==> src/rtl/lsu_align_pkg.sv <==
package lsu_align_pkg;

  // request size/signedness codes
  typedef enum logic [2:0] {
    SZ_WORD   = 3'b000,
    SZ_HALF_S = 3'b001,
    SZ_HALF_U = 3'b010,
    SZ_BYTE_S = 3'b011,
    SZ_BYTE_U = 3'b100
  } acc_size_e;

  typedef enum logic [1:0] {
    W_BYTE = 2'd0,
    W_HALF = 2'd1,
    W_WORD = 2'd2,
    W_BAD  = 2'd3
  } acc_width_e;

  typedef struct packed {
    acc_width_e width;
    logic       sext;
  } acc_kind_t;

  // context kept between acceptance and response
  typedef struct packed {
    logic      is_load;
    logic      fault;
    acc_kind_t kind;
  } rsp_ctx_t;

  function automatic acc_kind_t decode_size(input logic [2:0] code);
    acc_kind_t k;
    unique case (code)
      SZ_WORD:   k = '{width: W_WORD, sext: 1'b0};
      SZ_HALF_S: k = '{width: W_HALF, sext: 1'b1};
      SZ_HALF_U: k = '{width: W_HALF, sext: 1'b0};
      SZ_BYTE_S: k = '{width: W_BYTE, sext: 1'b1};
      SZ_BYTE_U: k = '{width: W_BYTE, sext: 1'b0};
      default:   k = '{width: W_BAD,  sext: 1'b0};
    endcase
    return k;
  endfunction

endpackage

==> src/rtl/lsu_addr_gen.sv <==
module lsu_addr_gen
  import lsu_align_pkg::*;
#(
  parameter int ADDR_W    = 32,
  parameter int OFF_W     = 16,
  parameter int LANE_BITS = 2
) (
  input  logic [ADDR_W-1:0]    base,
  input  logic [OFF_W-1:0]     offset,
  input  logic [2:0]           size_code,
  output logic [ADDR_W-1:0]    eff_addr,
  output acc_kind_t            kind,
  output logic [LANE_BITS-1:0] lane_off,
  output logic                 misalign,
  output logic                 bad_code
);
  localparam int EXT_W = ADDR_W - OFF_W;

  logic [ADDR_W-1:0] off_ext;

  assign off_ext  = {{EXT_W{offset[OFF_W-1]}}, offset};
  assign eff_addr = base + off_ext;
  assign kind     = decode_size(size_code);
  assign lane_off = eff_addr[LANE_BITS-1:0];
  assign bad_code = (kind.width == W_BAD);

  always_comb begin
    unique case (kind.width)
      W_WORD:  misalign = |eff_addr[LANE_BITS-1:0];
      W_HALF:  misalign = eff_addr[0];
      default: misalign = 1'b0;
    endcase
  end

endmodule

==> src/rtl/lsu_store_lane.sv <==
module lsu_store_lane
  import lsu_align_pkg::*;
#(
  parameter int DATA_W = 32
) (
  input  acc_width_e                          width,
  input  logic [$clog2(DATA_W/8)-1:0]         lane_off,
  input  logic [DATA_W-1:0]                   src,
  output logic [DATA_W/8-1:0]                 be,
  output logic [DATA_W-1:0]                   wdata
);
  localparam int LANES     = DATA_W / 8;
  localparam int LANE_BITS = $clog2(LANES);

  for (genvar i = 0; i < LANES; i++) begin : g_lane
    // lane i holds the byte at offset K inside the word
    localparam int K = LANES - 1 - i;
    logic       lane_en;
    logic [7:0] lane_d;

    always_comb begin
      unique case (width)
        W_BYTE: begin
          lane_en = (lane_off == LANE_BITS'(K));
          lane_d  = src[7:0];
        end
        W_HALF: begin
          lane_en = (lane_off[LANE_BITS-1:1] == (LANE_BITS-1)'(K / 2));
          lane_d  = src[(i % 2)*8 +: 8];
        end
        W_WORD: begin
          lane_en = 1'b1;
          lane_d  = src[i*8 +: 8];
        end
        default: begin
          lane_en = 1'b0;
          lane_d  = '0;
        end
      endcase
    end

    assign be[i]          = lane_en;
    assign wdata[i*8 +: 8] = lane_d;
  end

endmodule

==> src/rtl/lsu_load_extract.sv <==
module lsu_load_extract
  import lsu_align_pkg::*;
#(
  parameter int DATA_W = 32
) (
  input  acc_kind_t                   kind,
  input  logic [$clog2(DATA_W/8)-1:0] lane_off,
  input  logic [DATA_W-1:0]           rdata,
  output logic [DATA_W-1:0]           value
);
  localparam int LANES     = DATA_W / 8;
  localparam int LANE_BITS = $clog2(LANES);

  logic [7:0]  sel_b;
  logic [15:0] sel_h;

  always_comb begin
    sel_b = '0;
    sel_h = '0;
    for (int k = 0; k < LANES; k++) begin
      if (lane_off == LANE_BITS'(k)) sel_b = rdata[(LANES-1-k)*8 +: 8];
    end
    for (int k = 0; k < LANES; k += 2) begin
      if (lane_off == LANE_BITS'(k)) sel_h = rdata[(LANES-2-k)*8 +: 16];
    end
  end

  always_comb begin
    unique case (kind.width)
      W_BYTE:  value = {{(DATA_W-8){kind.sext & sel_b[7]}}, sel_b};
      W_HALF:  value = {{(DATA_W-16){kind.sext & sel_h[15]}}, sel_h};
      W_WORD:  value = rdata;
      default: value = '0;
    endcase
  end

endmodule

==> src/rtl/mem_lane_aligner.sv <==
module mem_lane_aligner
  import lsu_align_pkg::*;
#(
  parameter int ADDR_W = 32,
  parameter int DATA_W = 32,
  parameter int OFF_W  = 16
) (
  input  logic                clk,
  input  logic                rst_n,
  input  logic                req_valid,
  output logic                req_ready,
  input  logic                req_store,
  input  logic [2:0]          req_size,
  input  logic [ADDR_W-1:0]   req_base,
  input  logic [OFF_W-1:0]    req_offset,
  input  logic [DATA_W-1:0]   req_wdata,
  output logic                rsp_valid,
  input  logic                rsp_ready,
  output logic [DATA_W-1:0]   rsp_data,
  output logic                rsp_err,
  output logic [ADDR_W-1:0]   mem_addr,
  output logic                mem_rd,
  output logic                mem_we,
  output logic [DATA_W/8-1:0] mem_be,
  output logic [DATA_W-1:0]   mem_wdata,
  input  logic [DATA_W-1:0]   mem_rdata
);
  localparam int LANES     = DATA_W / 8;
  localparam int LANE_BITS = $clog2(LANES);

  acc_kind_t            kind;
  logic [LANE_BITS-1:0] lane_off;
  logic                 misalign;
  logic                 bad_code;
  logic                 fault;
  logic                 accept;
  logic                 go;

  rsp_ctx_t             ctx_q;
  logic [LANE_BITS-1:0] lane_q;
  logic                 valid_q;
  logic [DATA_W-1:0]    load_val;

  lsu_addr_gen #(
    .ADDR_W(ADDR_W), .OFF_W(OFF_W), .LANE_BITS(LANE_BITS)
  ) u_agen (
    .base(req_base), .offset(req_offset), .size_code(req_size),
    .eff_addr(mem_addr), .kind(kind), .lane_off(lane_off),
    .misalign(misalign), .bad_code(bad_code)
  );

  lsu_store_lane #(.DATA_W(DATA_W)) u_st (
    .width(kind.width), .lane_off(lane_off), .src(req_wdata),
    .be(mem_be), .wdata(mem_wdata)
  );

  assign fault     = misalign | bad_code;
  assign req_ready = !valid_q || rsp_ready;
  assign accept    = req_valid && req_ready;
  assign go        = accept && !fault;
  assign mem_rd    = go && !req_store;
  assign mem_we    = go && req_store;

  always_ff @(posedge clk) begin
    if (!rst_n) begin
      valid_q <= 1'b0;
      ctx_q   <= '0;
      lane_q  <= '0;
    end else if (accept) begin
      valid_q <= 1'b1;
      ctx_q   <= '{is_load: !req_store, fault: fault, kind: kind};
      lane_q  <= lane_off;
    end else if (rsp_ready) begin
      valid_q <= 1'b0;
    end
  end

  lsu_load_extract #(.DATA_W(DATA_W)) u_ld (
    .kind(ctx_q.kind), .lane_off(lane_q), .rdata(mem_rdata), .value(load_val)
  );

  assign rsp_valid = valid_q;
  assign rsp_err   = valid_q && ctx_q.fault;
  assign rsp_data  = (valid_q && ctx_q.is_load && !ctx_q.fault) ? load_val : '0;

endmodule

==> config.mk <==
export PLATFORM = sky130hd
export DESIGN_NAME = mem_lane_aligner
export DESIGN_NICKNAME = d
export VERILOG_FILES = /design/src/rtl/lsu_align_pkg.sv /design/src/rtl/lsu_addr_gen.sv /design/src/rtl/lsu_store_lane.sv /design/src/rtl/lsu_load_extract.sv /design/src/rtl/mem_lane_aligner.sv
export SDC_FILE = /design/constraint.sdc
export NUM_CORES = 1
export LEC_CHECK = 0
export ABC_AREA = 1
export BUFFER_PORTS_ARGS = -buffer_cell sky130_fd_sc_hd__buf_2
export CAP_MARGIN = 20
export CORE_MARGIN = 3
export CORE_UTILIZATION = 49
export CTS_CLUSTER_SIZE = 25
export DETAILED_ROUTE_END_ITERATION = 10
export GPL_TIMING_DRIVEN = 0
export PLACE_DENSITY = 0.84
export SLEW_MARGIN = 30
export SYNTH_ARGS = -nofsm -noshare
export SYNTH_HDL_FRONTEND = slang
export SYNTH_HIERARCHICAL = 1
export SYNTH_SLANG_ARGS = --single-unit
==> constraint.sdc <==
create_clock -name clk -period 2.9 [get_ports clk]
set_clock_uncertainty 0.05 [all_clocks]
set_input_delay 0.58 -clock clk [delete_from_list [all_inputs] [get_ports clk]]
set_output_delay 0.58 -clock clk [all_outputs]
set_load 0.05 [all_outputs]
==> results of run 1 <==
## placed cells by master (no fill, tap or decap), types with 3 or more instances in the layout
master    instances
a21oi_2          23
nor2_1           88
nor2_2           38
ha_2             16
nor2_4            3
clkbuf_8          3
inv_2             6
nand2_2          23
a31oi_1           7
nor3_2            3
nand3_1          46
buf_4            25
nand2_1         347
inv_1           184
nand3_2          19
nand4_1           3
xor2_2            4
clkbuf_4         14
nand2_4           4
o211ai_1          7
xor2_1           10
dfxtp_1           8
buf_6            18
nand3b_1          5
ha_1             20
buf_2           198
a21oi_1          25
o21ai_0          22
## worst min-delay path, stage by stage (launching register included)
cell and delay [ns]:
dfxtp_1 0.31, nand2_1 0.06, a21oi_1 0.05
## flip-flops by register name, summed over array words and instances (netlist names)
signal	count
ctx_q	5
lane_q	2
rsp_valid	1
## power by group through the flow
| stage | logic (µW) | clock network, µW | registers (µW) |
|---|---|---|---|
| global route | 2040 | 146 | 130 |
| detailed placement | 1770 | 0 | 130 |
| floorplan | 1350 | 0 | 132 |
| finish | 1870 | 131 | 128 |
| global placement | 1760 | 0 | 130 |
| CTS | 1810 | 137 | 128 |
## cell families after synthesis
logic type	Yosys count
AOI/OAI and AO/OA	89
xor gates and xnor gates	16
adders and majority gates	37
buffers and inverters	222
DFF	8
and+or+nand+nor	587
## layer usage
metal / track usage / wire, µm / vias up / part of all wire
li1: - / - / 3354 / -
met5: 0 / 0 / - / 0
met1: 0.3207 / 6179 / 2820 / 0.40
met4: 0.09898 / 402 / 0 / 0.026
met3: 0.01837 / 1135 / 31 / 0.073
met2: 0.4909 / 7818 / 272 / 0.50
## how the worst max path moves through the flow
stage,slack (ns),to,startpoint,cells past startpoint
final,0.05,mem_be[3],req_offset[0],11
after global routing,-0.07,mem_addr[27],req_offset[14],12
after CTS,-0.004,mem_addr[12],req_offset[0],11
after detailed placement,-0.12,mem_addr[28],req_offset[0],13
after global placement,-0.1,mem_addr[24],req_offset[15],11
after floorplan,0.05,mem_addr[13],req_offset[2],7
## layout make-up
cell class	instances	area share
Multi-Input combinational cell	729	0.6029
Timing Repair Buffer	228	0.1929
Inverter	190	0.1088
Buffer	32	0.03931
Tap cell	129	0.02461
Sequential cell	8	0.02442
Clock buffer	3	0.006297
Antenna cell	2	0.0007632
## repair_timing
| action | 4_1_cts | 5_1_grt |
|---|---|---|
| endpoints found under the setup margin | 31 | 46 |
| endpoints found under the hold margin | 0 | 0 |
| gates resized for setup | 24 | 64 |
| hold buffers | 0 | 0 |
| pin swaps | 1 | 4 |
| setup buffers | 1 | 4 |
## per-stage QoR
stage                     hold slack [ns]  utilization  setup slack, ns  power [µW]  setup TNS (ns)
final                              0.4178       0.6965          0.05040        2131               0
after global routing               0.4419       0.6965         -0.06822        2312         -0.3736
after CTS                          0.4201       0.6742        -0.004284        2071       -0.004284
after detailed placement           0.4136       0.6619          -0.1213        1901          -1.289
after global placement             0.4094       0.6619         -0.09554        1886         -0.9259
after floorplan                    0.3983            -          0.04551        1487               0
==> results.py, run 1 <==
metrics = {
    "drt": {
        "wl_per_cell_um": 11.76,
        "postRouteAntennaNets": 0,
        "drc": 0,
        "routed_wl_um": 15540,
        "firstDrtPassIters": 5,
        "drtIter0Drc": 335,
        "drt-vias-per-instance": 4.903,
        "vias": 6477,
    },
    "final_layout": {
        "drive_above_1_share": 0.3420,
        "stdcell_area_um2": 6558,
        "final_cells": 1321,
        "register_area_um2": 160.2,
        "nets": 1349,
        "area_growth_pct": 35.15,
        "fillCellCount": 899,
        "multiInputGateArea_um2": 3954,
    },
    "sta": {
        "slew-limit-headroom": 0.6214,
        "finalSetupViolCount": 0,
        "rsz0062_at_grt": "yes",
        "hold_viol": 0,
        "fmaxAchievable_mhz": 350.9,
        "period_needed_ns": 2.850,
        "finalMaxSlewViolations": 0,
        "period_share": 0.9826,
        "worst_slew_pin_slew_ns": 0.5679,
    },
    "pwr": {
        "internal-power_uw": 791.3,
        "p_seq_frac": 0.060,
        "swShare": 0.6286,
        "power.share.clock": 0.062,
        "leakage_uw": 0.004172,
        "p_sw_uw": 1340,
        "p_comb_frac": 0.878,
        "power_density_nw_per_um2": 324.9,
        "power.ir.vdd_worst_mv": 0.2168,
    },
    "global_route": {
        "antenna_found_initial": 2,
        "grt_max_degree": 18,
        "grt_use_total": 0.2661,
        "grt_pass1_vias": 5781,
        "grt_pass1_wl_um": 25370,
        "grt-ovfl-total": 0,
    },
    "worst_hold_path": {
        "holdPathEnd": "ctx_q[4]",
        "hold_start": "ctx_q[4]",
        "hold_class": "register to register",
        "hold_path_depth": 2,
    },
    "place": {
        "place.gp.congestion": 0.9743,
        "port_buffers": 223,
        "place_area_um2": 6232,
        "dp.cells": 1311,
        "dpl.hpwl_um": 13140,
    },
    "critical_path": {
        "crit_path_end_kind": "output pin",
        "cpLargestDelayFamily": "adder cells",
        "crit_path_start_kind": "input pin",
        "crit_path_max_incr_delay_ns": 0.56,
        "timing.critical_path.buf_inv": 5,
        "cp.arrival_ns": 2.22,
        "crit_type": "input pin to output pin",
        "timing.reg2reg.setup_slack_ns": 1.89,
        "crit_chain": "buf_2 -> ha_2 -> fa_2 -> buf_4 -> inv_1 -> nand2_1 -> nand2_1 -> nor2_1 -> nor2_1 -> buf_4 -> buf_6",
        "slowest_stage": "fa_2",
        "cp.required_ns": 2.27,
        "crit_fanout": 4,
        "rr_worst_depth": 5,
        "timing.rr.start": "rsp_valid",
        "r2r-end": "lane_q[0]",
    },
    "clock_tree": {
        "clock_latency_ns": 0.22,
        "clkTransAtPathRegs_ns": 0.04,
        "tritoncts": "yes",
        "clkSinkCount": 8,
        "htreeDepth": 1,
        "cts_buffers": 3,
        "clock_path_buffers": 2,
        "clockRootBuffer": "clkbuf_8",
    },
    "synth": {
        "synth_top_family_by_area": "simple AND/OR/NAND/NOR gates",
        "synthFlopType": "dfxtp_1",
        "syn_area_per_cell_um2": 5.060,
        "synth_xor_area_frac": 0.02888,
        "syn_area_um2": 4852,
        "ys_types": 39,
        "synth_cells": 959,
        "synth-async-reset-ratio": 0,
        "ys_seq_elements": 8,
        "muxShareOfSynthArea": 0,
        "syn-num-nets": 1116,
        "synthAdderAreaFrac": 0.09696,
        "synth-warning-count": 6,
        "synthTopCellsByArea": "nand2_1, inv_1, ha_1",
        "yosysSeqAreaShare": 0.03301,
        "ys_top_cells_by_count": "nand2_1, inv_1, nor2_1",
        "synthSimpleGateAreaFrac": 0.5423,
        "synth.most_common_cell": "nand2_1",
        "synth_top_area_frac": 0.2731,
        "synth_top_area_cell": "nand2_1",
        "synth_edf_count": 0,
        "synth_compound_area_frac": 0.09954,
    },
    "run": {
        "timing.max_cap.violations": 0,
    },
    "run_status": {
        "status": "finished clean",
    },
    "floorplanning": {
        "die-width_um": 105.5,
        "rows": 35,
        "die_y_um": 105.5,
        "dieArea_um2": 11130,
        "io_pins": 225,
        "initial_core_util": 0.5153,
        "coreArea_um2": 9415,
    },
}
No activity file was read; power rests on OpenSTA's default activity.
==> run 2: changes to the inputs <==
Settings changed: ABC_AREA 1 to default, CORE_UTILIZATION 49 to 46.
==> results.py, run 2 <==
metrics = {
    "run_status": {
        "status": "complete, but fails checks",
        "violations": "setup timing",
    },
    "synth": {
        "synth_top_area_cell": "ha_1",
        "ys_seq_elements": 8,
        "ys_types": 68,
        "ys_top_cells_by_count": "nand2_1, a21oi_1, nor2_1",
        "synthFlopType": "dfxtp_1",
        "synth-warning-count": 6,
        "synthTopCellsByArea": "ha_1, a21oi_1, and2_1",
        "syn-num-nets": 694,
        "synth_edf_count": 0,
        "syn_area_per_cell_um2": 7.272,
        "synth_cells": 537,
        "synth.most_common_cell": "nand2_1",
        "yosysSeqAreaShare": 0.04101,
        "syn_area_um2": 3905,
        "synth_top_area_frac": 0.1153,
        "synth-async-reset-ratio": 0,
    },
    "floorplanning": {
        "dieArea_um2": 9630,
        "rows": 32,
        "initial_core_util": 0.4901,
        "io_pins": 225,
        "die_y_um": 98.14,
        "die-width_um": 98.14,
        "coreArea_um2": 7968,
    },
    "clock_tree": {
        "cts_hold_buf": 0,
        "cts_buffers": 3,
        "clock_latency_ns": 0.22,
        "clock_path_buffers": 2,
        "clkTransAtPathRegs_ns": 0.04,
        "clkSinkCount": 8,
        "htreeDepth": 1,
        "tritoncts": "yes",
        "clockRootBuffer": "clkbuf_8",
    },
    "critical_path": {
        "cp.required_ns": 2.27,
        "cp.arrival_ns": 3.01,
        "crit_path_end_kind": "output pin",
        "cpLargestDelayFamily": "compound AO/OA/AOI/OAI gates",
        "crit_fanout": 3,
        "crit_path_max_incr_delay_ns": 0.34,
        "timing.reg2reg.setup_slack_ns": 1.72,
        "cp_common_cell": "buf_6",
        "crit_path_start_kind": "input pin",
        "timing.rr.start": "rsp_valid",
        "r2r-end": "ctx_q[4]",
        "timing.critical_path.buf_inv": 2,
        "rr_worst_depth": 4,
        "crit_type": "input pin to output pin",
        "slowest_stage": "nand4_1",
        "crit_chain": "buf_6 -> ha_4 -> o21a_1 -> and2_1 -> nand4_1 -> a21oi_2 -> nand3_2 -> a311oi_4 -> xor2_2 -> buf_6",
    },
    "final_layout": {
        "area_growth_pct": 83.05,
        "nets": 973,
        "regMostFlops": "ctx_q",
        "fillCellCount": 351,
        "largest_reg_flops": 5,
        "mostFrequentLayoutCells": "buf_2, buf_4, buf_6",
        "drive_above_1_share": 0.6044,
        "final_cells": 917,
        "final_common_cell": "buf_2",
    },
    "pwr": {
        "leakage_uw": 0.003259,
        "power_density_nw_per_um2": 385.5,
        "power.ir.vdd_worst_mv": 0.3643,
    },
    "global_route": {
        "antenna_found_initial": 1,
        "grt_use_total": 0.3655,
        "grt_pass1_vias": 5706,
        "grt_pass1_wl_um": 29440,
        "grt_max_degree": 18,
        "grt-ovfl-total": 0,
    },
    "sta": {
        "period_needed_ns": 3.640,
        "period_share": 1.255,
        "slew-limit-headroom": 0.5469,
        "finalSetupViolCount": 40,
        "rsz0062_at_grt": "yes",
        "finalMaxSlewViolations": 0,
        "hold_viol": 0,
        "fmaxAchievable_mhz": 274.7,
        "worst_slew_pin_slew_ns": 0.6772,
        "finalWorstSetupSlack_ns": -0.7400,
    },
    "worst_hold_path": {
        "hold_class": "register to register",
        "hold_path_depth": 2,
        "hold_start": "lane_q[0]",
        "holdPathEnd": "lane_q[0]",
    },
    "run": {
        "timing.max_cap.violations": 0,
    },
    "drt": {
        "drc": 0,
        "firstDrtPassIters": 8,
        "postRouteAntennaNets": 0,
        "drt-vias-per-instance": 6.945,
        "vias": 6369,
        "drtIter0Drc": 892,
        "routed_wl_um": 23560,
        "wl_per_cell_um": 25.69,
    },
    "place": {
        "place_ws_ns": -0.8667,
        "dp.cells": 862,
        "port_buffers": 223,
        "dpl.hpwl_um": 12340,
        "place.gp.congestion": 0.9091,
    },
}
==> run 2: cell count changes after synthesis, sizes merged, moves of 12 or more <==
| cell | previous run | this run |
|---|---|---|
| a22oi | 0 | 18 |
| nand2 | 374 | 54 |
| nand3 | 67 | 11 |
| nor2 | 130 | 45 |
| inv | 190 | 11 |
| a21o | 1 | 19 |
| nor2b | 0 | 12 |
| o211ai | 7 | 19 |
| mux2i | 0 | 15 |
| and2 | 0 | 34 |
| clkbuf | 3 | 17 |
==> run 2: timing repair <==
action,CTS,global route
gates cloned,0,0
setup buffers,37,21
gates resized for setup,122,76
pin swaps,61,50
endpoints found under the setup margin,54,59
==> run 2: worst min-delay path, stage by stage, from the launching register on <==
cell     delay, ns
dfxtp_1       0.32
nand2_1       0.07
mux2i_1       0.06
==> run 2: where the power goes <==
group | switching [µW] | total [µW] | internal [µW]
sequential | 9.60 | 129 | 119
clock | 41.5 | 131 | 89.7
combinational | 1540 | 2500 | 955
total | 1590 | 2760 | 1160
==> run 2: cell type report <==
cell class / instances / area (µm²) / share of cell area
multi-input combinational: 469 / 4544 / 0.6357
timing repair buffer: 280 / 1899 / 0.2657
buffer: 43 / 331.6 / 0.04639
sequential: 8 / 160.2 / 0.02241
tap: 102 / 127.6 / 0.01785
clock buffer: 3 / 41.29 / 0.005776
inverter: 11 / 41.29 / 0.005776
antenna: 1 / 2.502 / 0.0003501
==> run 2: worst max-delay path by stage <==
stage                    to  cells past startpoint  slack, ns            from
2_1_floorplan  mem_addr[18]                      9      -0.22     req_base[7]
3_3_place_gp   mem_addr[31]                     10      -0.80  req_offset[15]
3_5_place_dp   mem_addr[26]                     11      -0.87  req_offset[15]
4_1_cts        mem_addr[31]                     10      -0.43   req_offset[8]
5_1_grt        mem_addr[18]                     10      -0.74   req_offset[6]
6_report       mem_addr[18]                     10      -0.74     req_base[6]
==> run 2: cells by family after synthesis <==
kind of cell | after synthesis | synth area share
and+or+nand+nor | 188 | 0.2432
AOI/OAI and AO/OA | 182 | 0.3326
buffers and inverters | 60 | 0.08619
adders and majority gates | 37 | 0.1205
muxes | 33 | 0.1115
xor gates and xnor gates | 29 | 0.06504
DFF | 8 | 0.04101
==> run 2: per-layer routing <==
layer | vias up | GRT usage | routed length (µm)
met2 | 714 | 0.6623 | 10750
li1 | 2545 | - | -
met1 | 2901 | 0.4220 | 7656
met4 | 0 | 0.1502 | 1962
met5 | - | 0 | 0
met3 | 209 | 0.06500 | 3185
==> run 2: metrics by stage <==
stage	utilization	setup TNS, ns	power, µW	cell area, µm²	hold WS [ns]
2_1_floorplan	-	-1.385	1607	4642	0.3847
6_report	0.8971	-11.97	2755	7148	0.4506
3_5_place_dp	0.7387	-15.82	2030	5886	0.4074
5_1_grt	0.8971	-12.96	2825	7148	0.4933
3_3_place_gp	0.7387	-12.69	1997	5886	0.3965
4_1_cts	0.8431	-4.619	2429	6718	0.4122
==> run 3: changes to the inputs <==
Clock period 2.9 ns to 3.8 ns, I/O delays scaled along.
==> results.py, run 3 (synthesis results as in run 2) <==
metrics = {
    "run_status": {
        "status": "finished clean",
    },
    "final_layout": {
        "final_common_cell": "buf_2",
        "nets": 921,
        "diodes": 0,
        "drive_above_1_share": 0.4606,
        "final_core_util": 0.7059,
        "multiInputGateArea_um2": 3776,
        "fillCellCount": 684,
        "regMostFlops": "ctx_q",
        "largest_reg_flops": 5,
        "area_growth_pct": 44.02,
        "register_area_um2": 160.2,
        "final_cells": 864,
        "mostFrequentLayoutCells": "buf_2, nand2_1, nor2_1",
    },
    "critical_path": {
        "crit_path_start_kind": "input pin",
        "crit_type": "input pin to output pin",
        "rr_worst_depth": 4,
        "crit_path_end_kind": "output pin",
        "timing.reg2reg.setup_slack_ns": 2.73,
        "critPathCapture": "mem_addr[21]",
        "cp-startpoint": "req_offset[14]",
        "r2r-end": "lane_q[1]",
        "cp.arrival_ns": 2.90,
        "cp.required_ns": 2.99,
        "timing.rr.start": "rsp_valid",
        "crit_fanout": 5,
    },
    "pwr": {
        "power_density_nw_per_um2": 283.9,
        "power_uw": 1597,
        "power.ir.vdd_worst_mv": 0.1852,
        "leakage_uw": 0.002722,
    },
    "clock_tree": {
        "htreeDepth": 1,
        "clock_latency_ns": 0.23,
        "tritoncts": "yes",
        "cts_hold_buf": 0,
        "clock_path_buffers": 2,
        "clockRootBuffer": "clkbuf_8",
        "clkSinkCount": 8,
        "cts_buffers": 3,
        "clkTransAtPathRegs_ns": 0.04,
    },
    "global_route": {
        "grt-ovfl-total": 0,
        "grt_pass1_wl_um": 22690,
        "antenna_found_initial": 0,
        "grt_pass1_vias": 4922,
        "grt_max_degree": 18,
        "grt_use_total": 0.2723,
    },
    "floorplanning": {
        "die_y_um": 98.14,
        "coreArea_um2": 7968,
        "die-width_um": 98.14,
        "dieArea_um2": 9630,
        "initial_core_util": 0.4901,
        "io_pins": 225,
        "rows": 32,
    },
    "place": {
        "place_ws_ns": -0.4768,
        "dpl.hpwl_um": 11650,
        "place.gp.congestion": 0.9031,
        "dp.cells": 862,
        "port_buffers": 223,
    },
    "drt": {
        "drc": 0,
        "drt-vias-per-instance": 5.998,
        "vias": 5182,
        "drtIter0Drc": 310,
        "wl_per_cell_um": 17.18,
        "routed_wl_um": 14850,
        "firstDrtPassIters": 8,
        "postRouteAntennaNets": 0,
    },
    "sta": {
        "finalWorstSetupSlack_ns": 0.08658,
        "fmaxAchievable_mhz": 269.3,
        "worst_slew_pin_slew_ns": 0.6021,
        "hold_slack_ns": 0.4067,
        "finalMaxSlewViolations": 0,
        "period_needed_ns": 3.713,
        "slew-limit-headroom": 0.5971,
        "finalSetupViolCount": 0,
        "period_share": 0.9772,
        "hold_viol": 0,
    },
    "run": {
        "timing.max_cap.violations": 0,
    },
    "worst_hold_path": {
        "hold_class": "register to register",
    },
}
-- run 3: power by group --
part           internal [µW]  switching, µW  total (µW)
registers               91.0           6.47        97.5
clock network           68.5           32.3         101
logic                    471            927        1400
-- run 3: critical path: stages --
cell and delay (ns):
buf_2 0.10, ha_1 0.38, a21oi_2 0.28, nand2_1 0.09, nor2_1 0.19, a22oi_4 0.13, buf_4 0.16, a21o_1 0.19
a31oi_1 0.20, xnor2_1 0.13, buf_2 0.28
-- run 3: cell type report --
type	count	share of cell area
sequential	8	0.02848
multi-input combinational	469	0.6714
inverter	11	0.007341
timing repair buffer	230	0.2151
buffer	41	0.04761
clock buffer	3	0.007341
tap	102	0.02269
-- run 3: routing by layer --
metal  vias to the layer above  routed length, µm  track usage
li1                       2448                  -            -
met1                      2401               5698       0.3315
met2                       292               7553       0.4932
met3                        41               1187      0.03857
met4                         0                406      0.08508
met5                         -                  0            0
-- run 3: how the worst min path moves through the flow --
| stage | cells after the start | endpoint | from |
|---|---|---|---|
| after floorplan | 2 | ctx_q[1] | ctx_q[1] |
| after global placement | 2 | ctx_q[1] | ctx_q[1] |
| after detailed placement | 2 | ctx_q[1] | ctx_q[1] |
| after CTS | 2 | ctx_q[1] | ctx_q[1] |
| after global routing | 2 | ctx_q[1] | ctx_q[1] |
| final | 2 | ctx_q[1] | ctx_q[1] |
-- run 3: repair_timing --
action / 4_1_cts / 5_1_grt
resized for setup: 27 / 45
buffers inserted: 2 / 5
endpoints found under the setup margin: 13 / 19
cloned: 0 / 0
pin swaps: 6 / 17
-- run 3: metrics by stage --
stage | setup TNS (ns) | instance area, µm²
finish | 0 | 5624
global route | -0.1187 | 5624
CTS | 0 | 5368
detailed placement | -3.216 | 5207
global placement | -2.775 | 5207
floorplan | -0.04315 | 3964
